--- config.mk ---
export PLATFORM = sky130hd
export DESIGN_NAME = dbg_trigger_seq
export DESIGN_NICKNAME = d
export VERILOG_FILES = /design/src/rtl/dbg_trigger_seq.sv
export SDC_FILE = /design/constraint.sdc
export NUM_CORES = 1
export LEC_CHECK = 0
export CORE_ASPECT_RATIO = 0.8
export CORE_MARGIN = 3
export CORE_UTILIZATION = 60
export DETAILED_ROUTE_END_ITERATION = 8
export DONT_BUFFER_PORTS = 1
export GPL_TIMING_DRIVEN = 0
export PLACE_DENSITY_LB_ADDON = 0.05
export SYNTH_ARGS = -nofsm -noshare
export SYNTH_HDL_FRONTEND = slang
export SYNTH_SLANG_ARGS = --single-unit
export TNS_END_PERCENT = 10
--- constraint.sdc ---
create_clock -name clk -period 5.1 [get_ports clk]
set_input_delay 0.255 -clock clk [delete_from_list [all_inputs] [get_ports clk]]
set_output_delay 0.255 -clock clk [all_outputs]
set_load 0.005 [all_outputs]
--- src/rtl/dbg_trigger_seq.sv ---
module dbg_trigger_seq #(
  parameter int NCH = 4,
  parameter int TRACE_DEPTH = 8,
  localparam int CW = 3,
  localparam int CHW = $clog2(NCH),
  localparam int CTRLW = NCH * CW
) (
  input  logic             clk,
  input  logic             rst_n,
  input  logic             sw_arm,
  input  logic             sw_disarm,
  input  logic             sw_trig,
  input  logic             bkpt_en,
  input  logic             range_mode,
  input  logic [1:0]       align,
  input  logic [NCH-1:0]   forced_hit,
  input  logic [NCH-1:0]   tagged_hit,
  input  logic [CTRLW-1:0] ctrl_s1,
  input  logic [CTRLW-1:0] ctrl_s2,
  input  logic [CTRLW-1:0] ctrl_s3,
  output logic             armed,
  output logic [2:0]       seq_state,
  output logic             trace_on,
  output logic             trace_done,
  output logic             bkpt_req,
  output logic             st_valid,
  output logic             st_final,
  output logic             st_sw,
  output logic             st_tag,
  output logic [CHW-1:0]   st_ch
);
  localparam int CNTW = $clog2(TRACE_DEPTH) + 1;
  localparam logic [2:0] ST_IDLE = 3'd0, ST_S1 = 3'd1, ST_S2 = 3'd2, ST_S3 = 3'd3, ST_FIN = 3'd4;

  logic [2:0]       state_q;
  logic [CNTW-1:0]  cnt_q;
  logic [CTRLW-1:0] ctrl_cur;
  logic [NCH-1:0]   hit, valid, fin;
  logic [CW-1:0]    code [NCH];
  logic [CHW-1:0]   sel_ch;
  logic [CW-1:0]    sel_code;

  wire end_al   = align[1];
  wire in_seq   = (state_q == ST_S1) || (state_q == ST_S2) || (state_q == ST_S3);
  wire [CNTW-1:0] post_len = (align == 2'b01) ? CNTW'(TRACE_DEPTH / 2) : CNTW'(TRACE_DEPTH);

  always_comb begin
    case (state_q)
      ST_S1:   ctrl_cur = ctrl_s1;
      ST_S2:   ctrl_cur = ctrl_s2;
      ST_S3:   ctrl_cur = ctrl_s3;
      default: ctrl_cur = '0;
    endcase
  end

  wire ch0_any = forced_hit[0] | tagged_hit[0];

  for (genvar g = 0; g < NCH; g++) begin : g_ch
    if (g == 2) begin : g_rng
      assign hit[g] = (forced_hit[g] | tagged_hit[g]) & ~(range_mode & ch0_any);
    end else begin : g_plain
      assign hit[g] = forced_hit[g] | tagged_hit[g];
    end
    assign code[g]  = ctrl_cur[g*CW +: CW];
    assign valid[g] = hit[g] && (code[g] >= 3'd1) && (code[g] <= ST_FIN);
    assign fin[g]   = hit[g] && (code[g] == ST_FIN);
  end

  always_comb begin
    sel_ch = '0;
    for (int i = NCH - 1; i >= 0; i--)
      if ((|fin) ? fin[i] : valid[i]) sel_ch = CHW'(i);
  end

  assign sel_code = code[sel_ch];

  wire sw_fire  = in_seq && sw_trig && !sw_disarm;
  wire cmp_fire = in_seq && !sw_trig && !sw_disarm && (|valid);
  wire fin_done = (state_q == ST_FIN) && !sw_disarm && (cnt_q == post_len - 1'b1);
  wire hw_end   = (sw_fire && end_al) || (cmp_fire && end_al && sel_code == ST_FIN) || fin_done;

  always_ff @(posedge clk or negedge rst_n) begin
    if (!rst_n) begin
      state_q    <= ST_IDLE;
      cnt_q      <= '0;
      bkpt_req   <= 1'b0;
      trace_done <= 1'b0;
      st_valid   <= 1'b0;
      st_final   <= 1'b0;
      st_sw      <= 1'b0;
      st_tag     <= 1'b0;
      st_ch      <= '0;
    end else begin
      bkpt_req   <= 1'b0;
      trace_done <= 1'b0;
      if (state_q == ST_IDLE) begin
        if (sw_arm) begin
          state_q  <= ST_S1;
          cnt_q    <= '0;
          st_valid <= 1'b0;
          st_final <= 1'b0;
          st_sw    <= 1'b0;
          st_tag   <= 1'b0;
          st_ch    <= '0;
        end
      end else if (sw_disarm) begin
        state_q <= ST_IDLE;
      end else begin
        if (sw_fire) begin
          st_sw <= 1'b1;
          if (!end_al) st_final <= 1'b1;
        end else if (cmp_fire) begin
          st_valid <= 1'b1;
          st_ch    <= sel_ch;
          st_tag   <= !forced_hit[sel_ch];
          if (sel_code == ST_FIN) st_final <= 1'b1;
        end
        if (hw_end) begin
          state_q    <= ST_IDLE;
          bkpt_req   <= bkpt_en;
          trace_done <= 1'b1;
        end else if (sw_fire) begin
          state_q <= ST_FIN;
          cnt_q   <= '0;
        end else if (cmp_fire) begin
          state_q <= sel_code;
          cnt_q   <= '0;
        end else if (state_q == ST_FIN) begin
          cnt_q <= cnt_q + 1'b1;
        end
      end
    end
  end

  assign armed     = (state_q != ST_IDLE);
  assign seq_state = state_q;
  assign trace_on  = armed && ((align != 2'b00) || (state_q == ST_FIN));

  p_arm_enter_r1: assert property (@(posedge clk) disable iff (!rst_n)
    (state_q == ST_IDLE && sw_arm) |=> (state_q == ST_S1 && !st_valid && !st_sw && !st_final));
  p_disarm_quiet_r1: assert property (@(posedge clk) disable iff (!rst_n)
    (state_q != ST_IDLE && sw_disarm) |=> (state_q == ST_IDLE && !bkpt_req && !trace_done));
  p_bkpt_single_r11: assert property (@(posedge clk) disable iff (!rst_n)
    bkpt_req |=> !bkpt_req);
  p_bkpt_idle_r11: assert property (@(posedge clk) disable iff (!rst_n)
    (bkpt_req || trace_done) |-> (state_q == ST_IDLE));
  p_end_swtrig_r8: assert property (@(posedge clk) disable iff (!rst_n)
    (in_seq && align[1] && sw_trig && !sw_disarm) |=> (state_q == ST_IDLE && trace_done && st_sw));
  p_begin_trace_r9: assert property (@(posedge clk) disable iff (!rst_n)
    (align == 2'b00 && state_q != ST_FIN) |-> !trace_on);
  p_arm_race_r12: assert property (@(posedge clk) disable iff (!rst_n)
    (in_seq && align[1] && sw_trig && sw_arm) |=> (state_q == ST_IDLE));
  p_final_hold_r13: assert property (@(posedge clk) disable iff (!rst_n)
    (state_q == ST_FIN && !sw_disarm && cnt_q + 1'b1 < post_len) |=> (state_q == ST_FIN));
endmodule

==> results.toml, run 1 <==
[worst_setup_path]
start_kind = "flip-flop"
setup.worst_path.end_class = "flip-flop"
r2r-end = "cnt_q[1]"
critPathMaxStageDelay_ns = 0.46
r2r-start = "seq_state[0]"
rrSetupSlack_ns = 1.92
reg2reg_depth = 10
critPathKind = "reg2reg"
cp.required_ns = 5.28
cp_top_family = "compound AO/OA/AOI/OAI gates"
cp_slowest_cell = "o41ai_4"
path_cells = "buf_6, mux2_2, a22oi_1, a211oi_1, or2_1, o41ai_4, o221ai_2, nor2b_1, nand2_2, mux2_4"
worstPathMaxFanout = 8
crit_arrival_ns = 3.36
critical_path_buf_inv_count = 1

[clocking]
cts-root-buf = "clkbuf_4"
clk_pin_slew_worst_paths_ns = 0.09
insertion_delay_ns = 0.29
htree_num_levels = 1
cts_tree = "yes"
clockBufferDepth = 2
numCtsBuffers = 3
clock-sinks = 15

[placement]
gp_congestion = 0.896
numPortBuffers = 0
hpwl_um = 3270
place_ws_ns = 1.96

[floorplan]
core-area_um2 = 2480
die_h_um = 52.0
start_util = 0.639
die_area_um2 = 3300
io_pins = 66
row_count = 16
fp.dieW_um = 63.5

[yosys]
synth-seq-cells = 15
synthCells = 175
synthTopCellsByArea = "dfrtp_1 24%, mux2i_1 5.7%, nor2_1 4.7%"
syn_area_um2 = 1590
synth_warnings = 0
ys_seq_area_frac = 0.237
synth.distinct_cells = 61
synth-edff-count = 0
synth_area_leader_cell = "dfrtp_1"
async_reset_ff_frac = 1.00
syn_avg_cell_area_um2 = 9.07
synth.top_cell.area_share = 0.237
synthesis.nets = 229
synth_ff_type = "dfrtp_1"

[sta]
finalClockSkew_ns = 0.00104
worstMarginPinSlew_ns = 0.682
finalCritPeriodShare = 0.624
slew_headroom = 0.541
setup_viol = 0
drv_slew = 0
period_needed_ns = 3.18
fin_setup_tns_ns = 0
rsz0062_at_grt = "no"
setup_slack_ns = 1.92
fmax_ghz = 0.314
hold_viol = 0

[finish]
drive_gt1_frac = 0.194
layout_commonest_cell = "nor2_1"
fin_nets = 235
num_antenna_cells = 0
area_growth_pct = 5.20
n_fill_cell = 221
final_core_util = 0.672
layout_common_cells = "20 x nor2_1, 15 x dfrtp_1, 14 x nand2_1, 9 x mux2i_1, 7 x o2bb2ai_1"

[global_route]
grt_usage = 0.240
grt_pass1_vias = 1320
grt_pass1_wl_um = 6190
grt_overflow_total = 0
grt_max_degree = 16
antenna_found_initial = 0

[drt]
drtPass1Iterations = 4
dr.first_iter.drc_count = 78
wl_per_cell_um = 18.7
drtAntennaViolNets = 0
totalWireLength_um = 4030
drc = 0
viasPerCell = 6.68
num_vias = 1443

[worst_hold_path]
holdPathStages = 1
hold_path_startpoint = "align[1]"
min_to = "seq_state[2]"
hold_class = "in2reg"

[pwr]
power_density_nw_per_um2 = 538
leakage_nw = 0.684
power_uw = 899
vdd_drop_max_uv = 253

[flow_run]
drv_cap = 0

[run_status]
outcome = "complete, no violations"
[worst max-delay path by stage]
stage	from	to	slack, ns	cells past startpoint
2_1_floorplan	seq_state[0]	cnt_q[0]	2.34	11
6_report	seq_state[0]	cnt_q[1]	1.92	10
3_5_place_dp	seq_state[0]	cnt_q[0]	1.96	10
4_1_cts	seq_state[0]	cnt_q[1]	1.93	10
5_1_grt	seq_state[1]	cnt_q[1]	1.76	9
3_3_place_gp	seq_state[0]	cnt_q[1]	2.01	10
[logic make-up after synthesis]
kind of cell	synth area share
buf+inv	0.0465
flops	0.237
fa+ha+maj	0.00789
xor+xnor	0.00552
mux	0.130
simple gates	0.245
compound gates	0.328
[synth_stat cells (4+ instances only)]
cell,number
o2bb2ai_1,7
nand4_1,4
nand3_1,4
dfrtp_1,15
inv_1,4
a211oi_1,4
o21ai_0,4
mux2i_1,9
nor2_1,20
nand2_1,14
mux2_4,4
nor2b_1,4
nor3_1,4
[sequential cells by signal (all words and copies together) (netlist names)]
name and flops:
cnt_q 4, seq_state 3, st_ch 2, bkpt_req 1, st_final 1, st_sw 1
st_tag 1, st_valid 1, trace_done 1
[metrics by stage]
stage | hold slack (ns) | cell area [um2] | std cells
floorplan | -0.0406 | 1590 | 175
global placement | -0.0403 | 1630 | 211
detailed placement | -0.0404 | 1630 | 211
CTS | 0.0632 | 1670 | 216
global route | 0.0564 | 1670 | 216
finish | 0.0678 | 1670 | 216
[routing by layer]
layer	track usage	share of wire	vias up
li1	-	-	695
met2	0.381	0.44	62
met5	0	0	-
met4	0.0251	0	0
met1	0.344	0.47	686
met3	0.0540	0.087	0
[cell type report]
type | count | area [um2] | area share
multi-input combinational | 147 | 1140 | 0.681
sequential | 15 | 375 | 0.225
buffer | 9 | 58.8 | 0.0352
tap | 36 | 45.0 | 0.0270
clock buffer | 3 | 22.5 | 0.0135
inverter | 4 | 15.0 | 0.00900
timing repair buffer | 1 | 10.0 | 0.00600
clock inverter | 1 | 5.00 | 0.00300
[timing repair]
action                                 4_1_cts  5_1_grt
endpoints found under the hold margin       15        0
resized for setup                            0        0
setup buffers                                0        0
hold buffers                                 1        0
[report_power, final]
part	internal (mW)	switching [mW]	total (mW)
logic	0.276	0.364	0.640
clock network	0.0292	0.0411	0.0703
registers	0.157	0.0306	0.188
Note: power is estimated with default switching activity, not from simulation.
==> run 2: changes to the inputs <==
--- a/config.mk
+++ b/config.mk
@@ -5,6 +5,7 @@
 export SDC_FILE = /design/constraint.sdc
 export NUM_CORES = 1
 export LEC_CHECK = 0
+export ABC_AREA = 1
 export CORE_ASPECT_RATIO = 0.8
 export CORE_MARGIN = 3
 export CORE_UTILIZATION = 60
==> constraint.sdc (replaced) <==
create_clock -name clk -period 3.3 [get_ports clk]
set_input_delay 0.165 -clock clk [delete_from_list [all_inputs] [get_ports clk]]
set_output_delay 0.165 -clock clk [all_outputs]
set_load 0.005 [all_outputs]
==> results.toml, run 2 <==
[drt]
viasPerCell = 5.50
dr.first_iter.drc_count = 75
drtPass1Iterations = 4
drtAntennaViolNets = 0
drc = 0
wl_per_cell_um = 13.6
totalWireLength_um = 4230
num_vias = 1716

[yosys]
synth.distinct_cells = 32
synthTopCellsByArea = "dfrtp_1 22%, nand2_1 15%, nand3_1 9.0%"
synth_warnings = 0
ys_seq_area_frac = 0.218
synth_compound_area_frac = 0.0821
synth_top_family_by_area = "simple AND/OR/NAND/NOR gates"
synth-edff-count = 0
muxShareOfSynthArea = 0
yosys.area_share.simple = 0.563
synth.top_cell.area_share = 0.218
synth_area_leader_cell = "dfrtp_1"
async_reset_ff_frac = 1.00
synth-seq-cells = 15
synthCells = 270
ys_top_cells_by_count = "70 x nand2_1, 33 x nor2_1, 32 x inv_1, 31 x nand3_1, 15 x dfrtp_1"
syn_area_um2 = 1720
syn_avg_cell_area_um2 = 6.38
synth_ff_type = "dfrtp_1"
post_synth_fa_ha_maj_area_fraction = 0.00727
synth_most_common_cell = "nand2_1"
synthXorXnorAreaFrac = 0.0153
synthesis.nets = 324

[finish]
layout_common_cells = "70 x nand2_1, 33 x nor2_1, 32 x inv_1, 31 x nand3_1, 15 x dfrtp_1"
num_antenna_cells = 0
layout_commonest_cell = "nand2_1"
area_growth_pct = 5.31
drive_gt1_frac = 0.178
largest_reg_flops = 4
n_fill_cell = 237
regMostFlops = "cnt_q"
fin_nets = 331

[floorplan]
row_count = 16
fp.dieW_um = 65.9
core-area_um2 = 2580
start_util = 0.667
die_area_um2 = 3550
die_h_um = 53.9
io_pins = 66

[sta]
period_needed_ns = 2.75
finalCritPeriodShare = 0.832
rsz0062_at_grt = "no"
worstMarginPinSlew_ns = 0.666
hold_viol = 0
slew_headroom = 0.555
fin_setup_tns_ns = 0
whs_ns = 0.0802
setup_viol = 0
drv_slew = 0
fmax_ghz = 0.364
finalClockSkew_ns = 0.00606

[pwr]
switching_power_uw = 953
seqPwrFrac = 0.178
p_comb_frac = 0.761
power_mw = 1.68
power_density_nw_per_um2 = 924
switching_share = 0.569
vdd_drop_max_uv = 444
leakage_nw = 1.01
p_int_uw = 723
power_frac_clock = 0.061

[worst_setup_path]
crit_start = "seq_state[2]"
worstPathMaxFanout = 10
setup.worst_path.end_class = "flip-flop"
cp.required_ns = 3.44
crit_arrival_ns = 2.89
critPathKind = "reg2reg"
start_kind = "flip-flop"
r2r-start = "seq_state[2]"

[global_route]
grt_pass1_vias = 1551
antenna_found_initial = 0
grt_overflow_total = 0
grt_pass1_wl_um = 6910
grt_max_degree = 16
grt_usage = 0.257

[placement]
numPortBuffers = 0
gp_congestion = 0.897
hpwl_um = 3620

[clocking]
clk_pin_slew_worst_paths_ns = 0.08
cts-root-buf = "clkbuf_4"
numCtsBuffers = 3
clockBufferDepth = 2
insertion_delay_ns = 0.28
clock-sinks = 15
htree_num_levels = 1
cts_tree = "yes"
postCtsSetupBuffers = 0

[worst_hold_path]
hold_path_startpoint = "align[1]"
hold_class = "in2reg"

[run_status]
outcome = "complete, no violations"

[flow_run]
drv_cap = 0
-- run 2: cell types whose count changed in the layout (fill, tap and decap cells not counted), sizes merged, moves of 4 or more --
cell and delta:
inv +36, o2bb2ai -8, mux2i -9, nand3 +34
nor2b -4, a22oi -6, nand4 +11, nor2 +25
o21ai +6, nand2 +65, a21oi +4, mux2 -9
a211oi -4
-- run 2: layer usage --
layer  global-route usage  part of all wire  up-vias
li1                     -                 -      891
met1                0.377              0.50      756
met2                0.381              0.40       65
met3               0.0835             0.096        4
met4               0.0172            0.0040        0
met5                    0                 0        -
-- run 2: repair_timing --
| item | in CTS | in global routing |
|---|---|---|
| hold buffers | 2 | 0 |
| setup endpoints to repair | 0 | 0 |
| gates resized for setup | 0 | 0 |
| hold endpoints to repair | 16 | 0 |
-- run 2: critical path, cell delays in order, from the launching register on --
cell     delay [ns]
dfrtp_1        0.52
inv_2          0.14
buf_6          0.17
nand4_1        0.08
nand3_1        0.17
nand2_1        0.12
inv_1          0.05
nand2_1        0.08
nand2_1        0.07
nor2_1         0.10
nand4_1        0.11
nand4_1        0.19
inv_1          0.12
o21ai_0        0.50
o21ai_0        0.18
-- run 2: cells by family after synthesis --
family | after synthesis
AND/OR/NAND/NOR | 182
buffers and inverters | 45
AO/OA/AOI/OAI | 24
flip-flops | 15
XOR/XNOR | 3
adder cells (fa/ha/maj) | 1
-- run 2: through the flow --
step / setup WS (ns) / instance area (um2) / instances / util
floorplan: 0.923 / 1720 / 270 / -
global placement: 0.631 / 1770 / 306 / 0.684
detailed placement: 0.577 / 1770 / 306 / 0.684
CTS: 0.559 / 1810 / 312 / 0.702
global route: 0.209 / 1810 / 312 / 0.702
finish: 0.554 / 1810 / 312 / 0.702
-- run 2: power by group through the flow --
| stage | Clock, mW | Sequential [mW] | Combinational, mW |
|---|---|---|---|
| 2_1_floorplan | 0 | 0.287 | 1.05 |
| 3_3_place_gp | 0 | 0.299 | 1.24 |
| 3_5_place_dp | 0 | 0.302 | 1.26 |
| 4_1_cts | 0.102 | 0.299 | 1.27 |
| 5_1_grt | 0.112 | 0.307 | 1.43 |
| 6_report | 0.102 | 0.298 | 1.28 |
-- run 2: final timing paths --
| check | slack, ns | depth (start not counted) | to |
|---|---|---|---|
| max | 0.55 | 14 | st_ch[1] |
| min | 0.08 | 2 | trace_done |
| max reg2reg | 0.55 | 14 | st_ch[1] |
| min reg2reg | 0.51 | 2 | st_valid |
| max in group asynchronous | 2.52 | 1 | cnt_q[0] |
| min in group asynchronous | 0.35 | 1 | bkpt_req |
-- run 2: final cells by class --
type / count / area, um2 / share of cell area
multi-input combinational: 210 / 1150 / 0.634
sequential: 15 / 375 / 0.207
inverter: 40 / 155 / 0.0856
tap: 36 / 45.0 / 0.0248
buffer: 5 / 42.5 / 0.0235
clock buffer: 4 / 26.3 / 0.0145
timing repair buffer: 2 / 20.0 / 0.0110
==> run 3: changes to the inputs <==
--- a/config.mk
+++ b/config.mk
@@ -5,7 +5,7 @@
 export SDC_FILE = /design/constraint.sdc
 export NUM_CORES = 1
 export LEC_CHECK = 0
-export ABC_AREA = 1
+export ABC_AREA = 0
 export CORE_ASPECT_RATIO = 0.8
 export CORE_MARGIN = 3
 export CORE_UTILIZATION = 60
==> constraint.sdc (replaced) <==
create_clock -name clk -period 2.55 [get_ports clk]
set_input_delay 0.1275 -clock clk [delete_from_list [all_inputs] [get_ports clk]]
set_output_delay 0.1275 -clock clk [all_outputs]
set_load 0.005 [all_outputs]
==> results.toml, run 3 (same netlist as run 1, synthesis figures left out) <==
[drt]
drtAntennaViolNets = 0
dr.first_iter.drc_count = 114
drtPass1Iterations = 4
wl_per_cell_um = 22.2
num_vias = 1668
viasPerCell = 7.10
drc = 0
totalWireLength_um = 5220

[finish]
drive_gt1_frac = 0.377
fin_area_um2 = 2020
area_growth_pct = 27.4
fin_nets = 254
stdcell_count = 235
num_antenna_cells = 0
layout_commonest_cell = "nor2_1"
layout_common_cells = "19 x nor2_1, 15 x dfrtp_1, 15 x buf_4, 12 x nand2_1, 8 x mux2i_1"
regMostFlops = "cnt_q"
largest_reg_flops = 4

[clocking]
cts-root-buf = "clkbuf_4"
htree_num_levels = 1
numCtsBuffers = 3
insertion_delay_ns = 0.30
clock-sinks = 15
clockBufferDepth = 2
clk_pin_slew_worst_paths_ns = 0.10
cts_tree = "yes"

[pwr]
vdd_drop_max_uv = 765
power_mw = 2.27
leakage_nw = 0.817
power_density_nw_per_um2 = 1120

[floorplan]
fp.dieW_um = 63.5
die_h_um = 52.0
row_count = 16
start_util = 0.639
core-area_um2 = 2480
io_pins = 66
die_area_um2 = 3300

[sta]
period_needed_ns = 2.95
setup_viol = 13
finalCritPeriodShare = 1.16
hold_viol = 0
slew_headroom = 0.531
finalClockSkew_ns = 0.00315
fmax_ghz = 0.339
setup_slack_ns = -0.396
rsz0062_at_grt = "yes"
drv_slew = 0
worstMarginPinSlew_ns = 0.701

[worst_setup_path]
reg2reg_depth = 13
cp.required_ns = 2.74
worstPathMaxFanout = 8
setup.worst_path.end_class = "flip-flop"
crit_arrival_ns = 3.14
critPathKind = "reg2reg"
start_kind = "flip-flop"
path_cells = "buf_6, buf_8, mux2_4, a22oi_2, buf_4, nand4_1, buf_6, a22o_1, a32oi_2, o221a_2, o21ai_4, nand2_2, mux2_4"
cp_slowest_cell = "dfrtp_1"
critPathMaxStageDelay_ns = 0.42

[global_route]
antenna_found_initial = 0
grt_pass1_wl_um = 7710
grt_pass1_vias = 1581
grt_max_degree = 16
grt_usage = 0.305
grt_overflow_total = 0

[flow_run]
drv_cap = 0

[run_status]
outcome = "complete, but fails checks"
violations = "negative setup slack"

[placement]
place_area_um2 = 1680
dp.cells = 211
hpwl_um = 3420
numPortBuffers = 0
gp_congestion = 0.909

[worst_hold_path]
hold_class = "in2reg"
holdPathStages = 3
## run 3: cell count changes in the layout (fill, tap and decap cells not counted), moves of 5 or more
| cell | delta |
|---|---|
| mux2i_1 | +8 |
| nor2_2 | -5 |
| nand4_1 | -10 |
| nand2_1 | -58 |
| inv_2 | -6 |
| buf_4 | +13 |
| o21ai_0 | -7 |
| nand3_2 | -5 |
| nor2_1 | -14 |
| a22oi_2 | +5 |
| inv_1 | -28 |
| nand3_1 | -27 |
## run 3: routing by layer
metal  routed length, um  share of wire  global-route usage
met1                2180           0.42               0.378
met2                2440           0.47               0.499
met3                 485          0.093              0.0929
met4                 104          0.020               0.122
met5                   0              0                   0
## run 3: worst paths after layout
| kind | startpoint | endpoint | slack [ns] |
|---|---|---|---|
| worst max-delay path | seq_state[0] | cnt_q[1] | -0.40 |
| max in group asynchronous | rst_n | cnt_q[0] | 1.80 |
| worst min register to register | st_ch[1] | st_ch[1] | 0.52 |
| worst min-delay path | align[1] | st_final | 0.04 |
| min in group asynchronous | rst_n | bkpt_req | 0.31 |
| worst max register to register | seq_state[0] | cnt_q[1] | -0.40 |
## run 3: repair_timing
item                                   4_1_cts  5_1_grt
setup buffers                               13        4
pin swaps                                   21        9
resized for setup                           21       12
hold buffers                                 3        0
endpoints found under the hold margin       17        0
setup endpoints to repair                   14       14
## run 3: where the power goes
part           switching (mW)  internal [mW]
Combinational           0.939          0.809
Clock                  0.0877         0.0585
Sequential             0.0622          0.315
Total                    1.09           1.18
## run 3: final cells by class
type	instances	area (um2)
Multi-Input combinational cell	147	1310
Fill cell	162	460
Clock buffer	3	22.5
Tap cell	36	45.0
Timing Repair Buffer	20	165
Sequential cell	15	375
Buffer	9	80.1
Clock inverter	1	5.00
Inverter	4	15.0
## run 3: critical path, delay by kind of cell, from the launching register on
kind	cells	cell delay, ns
buf+inv	4	0.65
compound gates	5	0.94
simple gates	2	0.23
mux	2	0.59
flops	1	0.42
## run 3: metrics by stage
stage	setup TNS (ns)	utilization	setup slack, ns	hold slack, ns
global route	-5.15	0.815	-0.482	0.0524
finish	-3.81	0.815	-0.396	0.0410
detailed placement	-5.37	0.675	-0.612	-0.168
CTS	-3.59	0.779	-0.388	0.0453
floorplan	-0.558	-	-0.158	-0.168
global placement	-4.51	0.675	-0.528	-0.168
